**src/rtl/bmpc_pkg.sv**
```systemverilog
package bmpc_pkg;

    // Field widths of the status word
    localparam int unsigned WAIT_W = 16;
    localparam int unsigned DW_W   = 8;
    localparam int unsigned REG_W  = 32;
    localparam int unsigned RSV_W  = REG_W - WAIT_W - DW_W;

    // Input event bundle sampled each cycle
    typedef struct packed {
        logic start;
        logic done;
        logic dword;
        logic rd;
    } perf_evt_t;

    // Register layout
    typedef struct packed {
        logic [WAIT_W-1:0] wait_clks;
        logic [RSV_W-1:0]  rsv;
        logic [DW_W-1:0]   dwords;
    } perf_reg_t;

    // Next value of the open-request flag
    function automatic logic open_next(logic open_q, logic start, logic done);
        if (open_q) return done ? start : 1'b1;
        return start & ~done;
    endfunction

    // Whether this cycle counts as a wait cycle
    function automatic logic wait_count(logic open_q, logic start, logic done);
        return (open_q | start) & ~done;
    endfunction

endpackage

```
**src/rtl/bmpc_lat_track.sv**
```systemverilog
module bmpc_lat_track
    import bmpc_pkg::*;
(
    input  logic clk,
    input  logic rst,
    input  logic start_i,
    input  logic done_i,
    output logic open_o,
    output logic wait_inc_o
);

    logic open_q;

    always_ff @(posedge clk) begin
        if (rst) open_q <= 1'b0;
        else     open_q <= open_next(open_q, start_i, done_i);
    end

    assign open_o     = open_q;
    assign wait_inc_o = wait_count(open_q, start_i, done_i);

    // a completion closes the request unless a new start comes with it
    a_r10_done_closes: assert property (@(posedge clk) disable iff (rst)
        (done_i && !start_i) |=> !open_q);

    // a start with no completion leaves a request open
    a_r1_start_opens: assert property (@(posedge clk) disable iff (rst)
        (start_i && !done_i) |=> open_q);

endmodule

```
**src/rtl/bmpc_sat_acc.sv**
```systemverilog
module bmpc_sat_acc #(
    parameter int unsigned W = 8
) (
    input  logic         clk,
    input  logic         rst,
    input  logic         inc_i,
    input  logic         clr_i,
    output logic [W-1:0] cnt_o
);

    localparam logic [W-1:0] MAXV = {W{1'b1}};
    localparam logic [W-1:0] ONE  = {{(W-1){1'b0}}, 1'b1};

    logic [W-1:0] cnt_q;
    logic [W-1:0] cnt_d;

    always_comb begin
        if (clr_i)
            cnt_d = inc_i ? ONE : '0;
        else if (inc_i && cnt_q != MAXV)
            cnt_d = cnt_q + ONE;
        else
            cnt_d = cnt_q;
    end

    always_ff @(posedge clk) begin
        if (rst) cnt_q <= '0;
        else     cnt_q <= cnt_d;
    end

    assign cnt_o = cnt_q;

    // a full counter stays full until cleared
    a_r7_sat_hold: assert property (@(posedge clk) disable iff (rst)
        (cnt_q == MAXV && !clr_i) |=> cnt_q == MAXV);

    // after a clear only the read-cycle event can remain
    a_r5_clear_restart: assert property (@(posedge clk) disable iff (rst)
        clr_i |=> cnt_q <= ONE);

    // without a clear the count never goes down
    a_r2_monotone: assert property (@(posedge clk) disable iff (rst)
        !clr_i |=> cnt_q >= $past(cnt_q));

    // an event in the read cycle is kept
    a_r9_keep_event: assert property (@(posedge clk) disable iff (rst)
        (clr_i && inc_i) |=> cnt_q == ONE);

endmodule

```
**src/rtl/bm_perf_counter.sv**
```systemverilog
module bm_perf_counter
    import bmpc_pkg::*;
(
    input  logic              clk,
    input  logic              rst,
    input  logic              rd_req_start_i,
    input  logic              rd_acc_done_i,
    input  logic              dword_xfer_i,
    input  logic              csr_rd_i,
    output logic [REG_W-1:0]  csr_val_o
);

    perf_evt_t          evt;
    perf_reg_t          val;
    logic               req_open;
    logic               wait_inc;
    logic [WAIT_W-1:0]  wait_cnt;
    logic [DW_W-1:0]    dw_cnt;

    assign evt = '{start: rd_req_start_i, done: rd_acc_done_i,
                   dword: dword_xfer_i,   rd:   csr_rd_i};

    bmpc_lat_track u_track (
        .clk        (clk),
        .rst        (rst),
        .start_i    (evt.start),
        .done_i     (evt.done),
        .open_o     (req_open),
        .wait_inc_o (wait_inc)
    );

    bmpc_sat_acc #(.W(WAIT_W)) u_wait_acc (
        .clk   (clk),
        .rst   (rst),
        .inc_i (wait_inc),
        .clr_i (evt.rd),
        .cnt_o (wait_cnt)
    );

    bmpc_sat_acc #(.W(DW_W)) u_dw_acc (
        .clk   (clk),
        .rst   (rst),
        .inc_i (evt.dword),
        .clr_i (evt.rd),
        .cnt_o (dw_cnt)
    );

    always_comb begin
        val.wait_clks = wait_cnt;
        val.rsv       = '0;
        val.dwords    = dw_cnt;
    end

    assign csr_val_o = val;

    // reserved byte reads zero
    a_r4_rsv_zero: assert property (@(posedge clk) disable iff (rst)
        csr_val_o[15:8] == '0);

    // reset leaves the word cleared
    a_r6_reset_zero: assert property (@(posedge clk)
        rst |=> csr_val_o == '0);

    // no open request and no start leaves the wait field unchanged
    a_r1_idle_hold: assert property (@(posedge clk) disable iff (rst)
        (!req_open && !rd_req_start_i && !csr_rd_i) |=> $stable(csr_val_o[31:16]));

    // no strobe and no read leaves the double-word field unchanged
    a_r3_dw_hold: assert property (@(posedge clk) disable iff (rst)
        (!dword_xfer_i && !csr_rd_i) |=> $stable(csr_val_o[7:0]));

endmodule

```
**config.mk**
```make
export PLATFORM = sky130hd
export DESIGN_NAME = bm_perf_counter
export DESIGN_NICKNAME = d
export VERILOG_FILES = /design/src/rtl/bmpc_pkg.sv /design/src/rtl/bmpc_lat_track.sv /design/src/rtl/bmpc_sat_acc.sv /design/src/rtl/bm_perf_counter.sv
export SDC_FILE = /design/constraint.sdc
export NUM_CORES = 1
export LEC_CHECK = 0
export ABC_AREA = 1
export ABC_CLOCK_PERIOD_IN_PS = 2000
export BUFFER_PORTS_ARGS = -buffer_cell sky130_fd_sc_hd__buf_2
export CAP_MARGIN = 20
export CORE_MARGIN = 3
export CORE_UTILIZATION = 25
export CTS_BUF_LIST = sky130_fd_sc_hd__clkbuf_8 sky130_fd_sc_hd__clkbuf_16
export DETAILED_ROUTE_END_ITERATION = 8
export HOLD_SLACK_MARGIN = 0.06
export PLACE_DENSITY = 0.5
export SLEW_MARGIN = 30
export SYNTH_ARGS = -nofsm -noshare
export SYNTH_HDL_FRONTEND = slang
export SYNTH_HIERARCHICAL = 1
export SYNTH_SLANG_ARGS = --single-unit
export TNS_END_PERCENT = 5
```
**constraint.sdc**
```tcl
create_clock -name clk -period 2 [get_ports clk]
set_clock_uncertainty 0.1 [all_clocks]
set_input_delay 0.1 -clock clk [delete_from_list [all_inputs] [get_ports clk]]
set_output_delay 0.1 -clock clk [all_outputs]
set_load 0.005 [all_outputs]
```
==> run_results.csv, run 1 <==
group,metric,value,unit
worst_setup_path,critPathLaunchType,"register",
layout,area_growth,19.5,%
cts,clock_latency,0.27,ns
cts,htreeDepth,1,
sta,final.setup.tns,0,ns
global_route,grt_start_max_net_pins,15,
layout,final_core_util,31.7,%
power_and_ir_drop,p_per_area,502,nW/um^2
worst_setup_path,rrSetupSlack,0.16,ns
floorplan,dieHeight,86.4,microns
floorplan,core-area,6100,sq um
logic_synthesis,syn_inst,251,
layout,antenna_cells,0,
sta,rsz0062_at_grt,"false",
layout,drive_gt1_share,21.4,%
route,drc,0,
power_and_ir_drop,total_power,0.968,mW
cts,clkSinkCount,25,
sta,hold_violations,0,
floorplan,num_rows,28,
route,viasPerCell,4.35,
logic_synthesis,yosys_warnings,6,
worst_setup_path,path_cells,"ha_1, nand2_2, nor2_4, nand2_4, o21ai_4, nand2_4, nand2_2, inv_1, nor2_1",
route,dr.pass1.iters,4,
layout,final_common_cell,"nand2_1",
logic_synthesis,syn_area_per_cell,6.43,sq um
sta,max-slew-margin-rel,66.7,%
sta,finalSetupViolations,0,
global_route,overflow,0,
worst_setup_path,required,2.10,ns
sta,finalCritPeriodShare,92.0,%
floorplan,start_util,26.5,%
global_route,grt_pass1_vias,1516,
worst_setup_path,cp_max_fo,10,
placed_design,io_buffers,29,
layout,design_area,1930,sq um
worst_setup_path,critical_path_arrival,1.94,ns
worst_setup_path,path_buf_inv,1,
sta,fin_crit,1.84,ns
worst_setup_path,slowest_delay,0.40,ns
cts,numCtsBuffers,3,
placed_design,hpwl,3.03,mm
placed_design,place_area,1860,sq um
placed_design,place_congestion,0.783,
sta,max_clock_freq,544,MHz
logic_synthesis,synth.yosys.seq_area_share,31.0,%
layout,nets,299,
global_route,track_usage,11.6,%
floorplan,dieWidth,86.4,microns
logic_synthesis,synthTopCellsByArea,"dfxtp_1 (31%), nand2_1 (14%), nand3_1 (9.0%)",
sta,tightest_slew,0.498,ns
run_status,status,"completed",
sta,setup_ws,0.160,ns
worst_setup_path,setup.worst_path.class,"reg2reg",
logic_synthesis,synth_seq_cells,25,
run,maxCapViolations,0,
floorplan,ioPinCount,38,
route,num_vias,1586,
cts,clkSlewWorstSetupHoldPaths,0.10,ns
worst_setup_path,slowest_stage,"dfxtp_1",
min_path,hold_path.class,"in2reg",
logic_synthesis,synth_top_area_share,31.0,%
global_route,antenna_found_initial,0,
logic_synthesis,syn-cell-area,1610,sq um
route,routedWlPerCell,11.0,microns
worst_setup_path,endpoint_kind,"register",
placed_design,dpl_worst_slack,0.00183,ns
logic_synthesis,post_synth_num_cell_types,26,
cts,cts_tree,"built",
logic_synthesis,yosysTopAreaCell,"dfxtp_1",
sta,slew_violations,0,
layout,most-common-layout-cells,"nand2_1 (60), nor2_1 (35), inv_1 (31)",
cts,cts_max_path_buffers,2,
cts,cts_root_buffer,"clkbuf_8",
route,antenna_left,0,
power_and_ir_drop,ir_drop,0.232,mV
worst_setup_path,critPathTopFamily,"simple AND/OR/NAND/NOR gates",
route,detailedRoute.firstIterationViolations,64,
global_route,grt_pass1_wl,6.96,mm
power_and_ir_drop,p_leak,0.882,nW
route,wl,4.02,mm
floorplan,die_area,7460,sq um
[path summary, 6_finish.rpt]
check	from	end	cells past startpoint
max	u_wait_acc/cnt_o[1]	u_wait_acc/cnt_o[10]	9
min	dword_xfer_i	u_dw_acc/cnt_o[2]	3
max reg2reg	u_wait_acc/cnt_o[1]	u_wait_acc/cnt_o[10]	9
min reg2reg	u_dw_acc/cnt_o[6]	u_dw_acc/cnt_o[6]	2
[flip-flops by register name, summed over array words and instances (netlist names)]
register / count
u_wait_acc/cnt_o: 16
u_dw_acc/cnt_o: 8
u_track/open_o: 1
[worst reg2reg max path: stages, from the launching register on]
cell     delay, ns
dfxtp_1       0.40
ha_1          0.24
nand2_2       0.08
nor2_4        0.13
nand2_4       0.09
o21ai_4       0.32
nand2_4       0.18
nand2_2       0.09
inv_1         0.04
nor2_1        0.10
[per-layer routing]
metal  share of wire (%)  GRT usage [%]
met3                 6.0           2.47
met4                0.72           2.55
met5                   0              0
met2                  45           19.0
met1                  48           15.6
[synth_stat cells]
| master | count |
|---|---|
| a21oi_1 | 15 |
| a21oi_2 | 2 |
| buf_1 | 1 |
| buf_4 | 8 |
| buf_6 | 1 |
| clkbuf_1 | 1 |
| conb_1 | 1 |
| dfxtp_1 | 25 |
| ha_1 | 2 |
| inv_1 | 31 |
| inv_2 | 1 |
| nand2_1 | 60 |
| nand2_2 | 6 |
| nand2_4 | 4 |
| nand3_1 | 29 |
| nand3b_1 | 2 |
| nand4_1 | 7 |
| nor2_1 | 36 |
| nor2_2 | 2 |
| nor2_4 | 3 |
| nor3_1 | 2 |
| o21ai_0 | 5 |
| o21ai_1 | 1 |
| o21ai_2 | 1 |
| o21ai_4 | 1 |
| xor2_1 | 4 |
[cell type report]
| cell class | count | area (sq um) |
|---|---|---|
| Clock inverter | 1 | 5.00 |
| Timing Repair Buffer | 39 | 225 |
| Inverter | 32 | 120 |
| Tap cell | 75 | 93.8 |
| Fill cell | 699 | 4170 |
| Sequential cell | 25 | 500 |
| Clock buffer | 3 | 41.3 |
| Multi-Input combinational cell | 190 | 943 |
[cell families (layout without fill, tap and decap cells)]
kind of cell             after synthesis  after routing  synth area share, %
AND/OR/NAND/NOR                      151            151                 43.6
buffers and inverters                 43             75                 12.3
AO/OA/AOI/OAI                         25             25                 9.15
flip-flops                            25             25                 31.0
XOR/XNOR                               4              4                 2.17
adder cells (fa/ha/maj)                2              2                 1.55
other                                  1              8                0.232
[metrics by stage]
| stage | std cells | hold WS (ns) |
|---|---|---|
| floorplan | 258 | 0.0624 |
| global placement | 359 | 0.279 |
| detailed placement | 359 | 0.288 |
| CTS | 366 | 0.0734 |
| global route | 365 | 0.0796 |
| finish | 365 | 0.0765 |
[report_power, final]
part           switching (mW)  internal (mW)  leakage (nW)  total (mW)
logic                  0.0870         0.0507         0.654       0.138
registers              0.0115          0.511         0.203       0.522
clock network           0.169          0.140        0.0255       0.308
[what timing repair did]
action,CTS,global route
buffers inserted,0,0
endpoints found under the setup margin,4,2
pin swaps,0,1
hold endpoints to repair,1,0
gates resized for setup,1,0
hold buffers,3,0
Power figures use the tool's default switching activity.
==> inputs of run 2 (changes only) <==
ABC_AREA = default   (was 1)
PLACE_DENSITY = 0.51   (was 0.5)
==> run 2 against run 1 <==
Sequential share of layout area increased by 1.7 points. Worst hold slack better by 0.031 ns. Area after synthesis down 13%. Critical path type unchanged. Largest cell class unchanged.
==> run_results.csv, run 2 <==
group,metric,value,unit
sta,final.setup.tns,0,ns
power_and_ir_drop,total_power,0.881,mW
logic_synthesis,syn-cell-area,1410,sq um
worst_setup_path,crit_path_start,"u_dw_acc/cnt_o[6]",
cts,clkSlewWorstSetupHoldPaths,0.09,ns
logic_synthesis,synth_seq_cells,25,
power_and_ir_drop,p_per_area,479,nW/um^2
worst_setup_path,setup.worst_path.class,"reg2reg",
placed_design,place_congestion,0.782,
logic_synthesis,synth.yosys.seq_area_share,35.5,%
route,antenna_left,0,
sta,finalCritPeriodShare,94.2,%
worst_setup_path,rrSetupSlack,0.12,ns
route,routedWlPerCell,12.6,microns
min_path,holdPathStages,3,
global_route,antenna_found_initial,0,
layout,most-common-layout-cells,"buf_2 (29), buf_4 (18), dfxtp_1 (18)",
power_and_ir_drop,p_leak,0.748,nW
route,detailedRoute.firstIterationViolations,70,
route,dr.pass1.iters,4,
logic_synthesis,syn_inst,168,
cts,cts_setup_buffers,0,
logic_synthesis,synth_common_cells,"dfxtp_1 (25), a21oi_1 (15), nand3_1 (11), nand2_1 (10)",
logic_synthesis,ys_async_sr_fraction,0,%
layout,final_common_cell,"buf_2",
sta,hold_violations,0,
layout,nets,227,
cts,cts_root_buffer,"clkbuf_8",
route,wl,3.63,mm
worst_setup_path,required,2.11,ns
cts,clkSinkCount,25,
route,num_vias,1455,
worst_setup_path,r2r-end,"u_dw_acc/cnt_o[5]",
worst_setup_path,endpoint_kind,"register",
sta,fin_crit,1.88,ns
min_path,hold_start,"dword_xfer_i",
sta,max-slew-margin-rel,65.9,%
floorplan,dieWidth,81.1,microns
floorplan,ioPinCount,38,
sta,rsz0062_at_grt,"false",
sta,setup_ws,0.117,ns
layout,antenna_cells,0,
floorplan,dieHeight,81.1,microns
power_and_ir_drop,power_frac_clock,34.3,%
power_and_ir_drop,ir_drop,0.236,mV
global_route,grt_pass1_vias,1331,
sta,tightest_slew,0.510,ns
run,maxCapViolations,0,
worst_setup_path,critPathLaunchType,"register",
placed_design,io_buffers,29,
cts,cts_max_path_buffers,2,
min_path,hold_path.class,"in2reg",
cts,clock_latency,0.27,ns
sta,finalSetupViolations,0,
placed_design,dpl_worst_slack,0.0153,ns
logic_synthesis,synth_most_common_cell,"dfxtp_1",
placed_design,hpwl,2.72,mm
logic_synthesis,synth_top_area_share,35.5,%
cts,htreeDepth,1,
power_and_ir_drop,p_comb_share,7.9,%
worst_setup_path,reg2reg_depth,4,
worst_setup_path,critical_path_arrival,1.99,ns
floorplan,die_area,6580,sq um
sta,fin_hold_ws,0.108,ns
sta,max_clock_freq,531,MHz
power_and_ir_drop,intPower,0.673,mW
worst_setup_path,cp_max_fo,6,
worst_setup_path,r2r_start,"u_dw_acc/cnt_o[6]",
logic_synthesis,yosys_warnings,6,
logic_synthesis,synth_ff_type,"dfxtp_1",
floorplan,num_rows,26,
run_status,status,"completed",
cts,cts_tree,"built",
floorplan,core-area,5270,sq um
logic_synthesis,yosysTopAreaCell,"dfxtp_1",
sta,slew_violations,0,
logic_synthesis,synth_edf_count,0,
power_and_ir_drop,switchingPower,0.209,mW
layout,area_growth,30.4,%
min_path,hold_end,"u_dw_acc/cnt_o[2]",
layout,largest_register_ffs,16,
global_route,grt_pass1_wl,6.10,mm
floorplan,start_util,26.8,%
route,drc,0,
logic_synthesis,post_synth_num_cell_types,48,
power_and_ir_drop,switching_share,23.7,%
logic_synthesis,synthTopCellsByArea,"dfxtp_1 (35%), a21oi_1 (5.3%), buf_4 (4.8%)",
global_route,track_usage,11.7,%
global_route,overflow,0,
layout,drive_gt1_share,31.7,%
cts,numCtsBuffers,3,
logic_synthesis,syn_area_per_cell,8.40,sq um
power_and_ir_drop,seq_power_share,57.8,%
global_route,grt_start_max_net_pins,14,
layout,final_core_util,34.9,%
route,viasPerCell,5.05,
[run 2: cell types whose count changed in the layout (fill, tap and decap cells not counted), sizes merged, moves of 7 or more]
| cell | delta |
|---|---|
| nand2 | -60 |
| nor2 | -34 |
| inv | -22 |
| nand3 | -18 |
| buf | +10 |
| or4 | +7 |
[run 2: cell families after synthesis]
| group | after synthesis | share of synthesized area, % |
|---|---|---|
| simple gates | 69 | 29.4 |
| compound gates | 45 | 21.4 |
| flops | 25 | 35.5 |
| buf+inv | 22 | 8.86 |
| mux | 4 | 2.84 |
| fa+ha+maj | 2 | 1.77 |
| other cells | 1 | 0.266 |
[run 2: worst max path at each step]
stage | slack (ns) | to | cells past startpoint
after floorplan | 0.06 | u_wait_acc/cnt_o[9] | 7
after global placement | 0.04 | u_wait_acc/cnt_o[15] | 6
after detailed placement | 0.02 | u_wait_acc/cnt_o[15] | 6
after CTS | 0.04 | u_dw_acc/cnt_o[5] | 4
after global routing | 0.008 | u_dw_acc/cnt_o[5] | 4
final | 0.12 | u_dw_acc/cnt_o[5] | 4
[run 2: final cells by class]
type	count	area, sq um
flip-flops and latches	25	509
well taps	70	87.6
clock buffers	3	41.3
inverters	9	33.8
fillers	573	3430
clock inverters	1	3.75
multi-input cells	128	835
repair buffers	52	330
[run 2: worst max-delay path: stages, from the launching register on]
cell and delay (ns):
dfxtp_1 0.42, and3_2 0.24, a211oi_1 0.08, a2111oi_1 0.38, dlygate4sd3_1 0.61
[run 2: per-layer routing]
layer / routed length, microns / global-route usage [%]
met2: 1600 / 17.7
met4: 46 / 5.57
met3: 148 / 1.88
met5: 0 / 0
met1: 1830 / 16.2
[run 2: power groups by stage]
stage                     Clock [mW]  Combinational [mW]  Sequential [mW]
after floorplan                    0              0.0457            0.520
after global placement             0              0.0612            0.519
after detailed placement           0              0.0611            0.520
after CTS                      0.317              0.0678            0.508
after global routing           0.335              0.0785            0.511
final                          0.303              0.0695            0.509
[run 2: stage by stage]
stage | area (sq um) | std cells
CTS | 1810 | 288
floorplan | 1440 | 175
global route | 1840 | 288
global placement | 1710 | 279
detailed placement | 1710 | 279
finish | 1840 | 288
[run 2: timing repair]
item	4_1_cts	5_1_grt
resized for setup	1	12
hold buffers	5	0
hold endpoints to repair	4	0
setup endpoints to repair	1	5
gates cloned	0	0
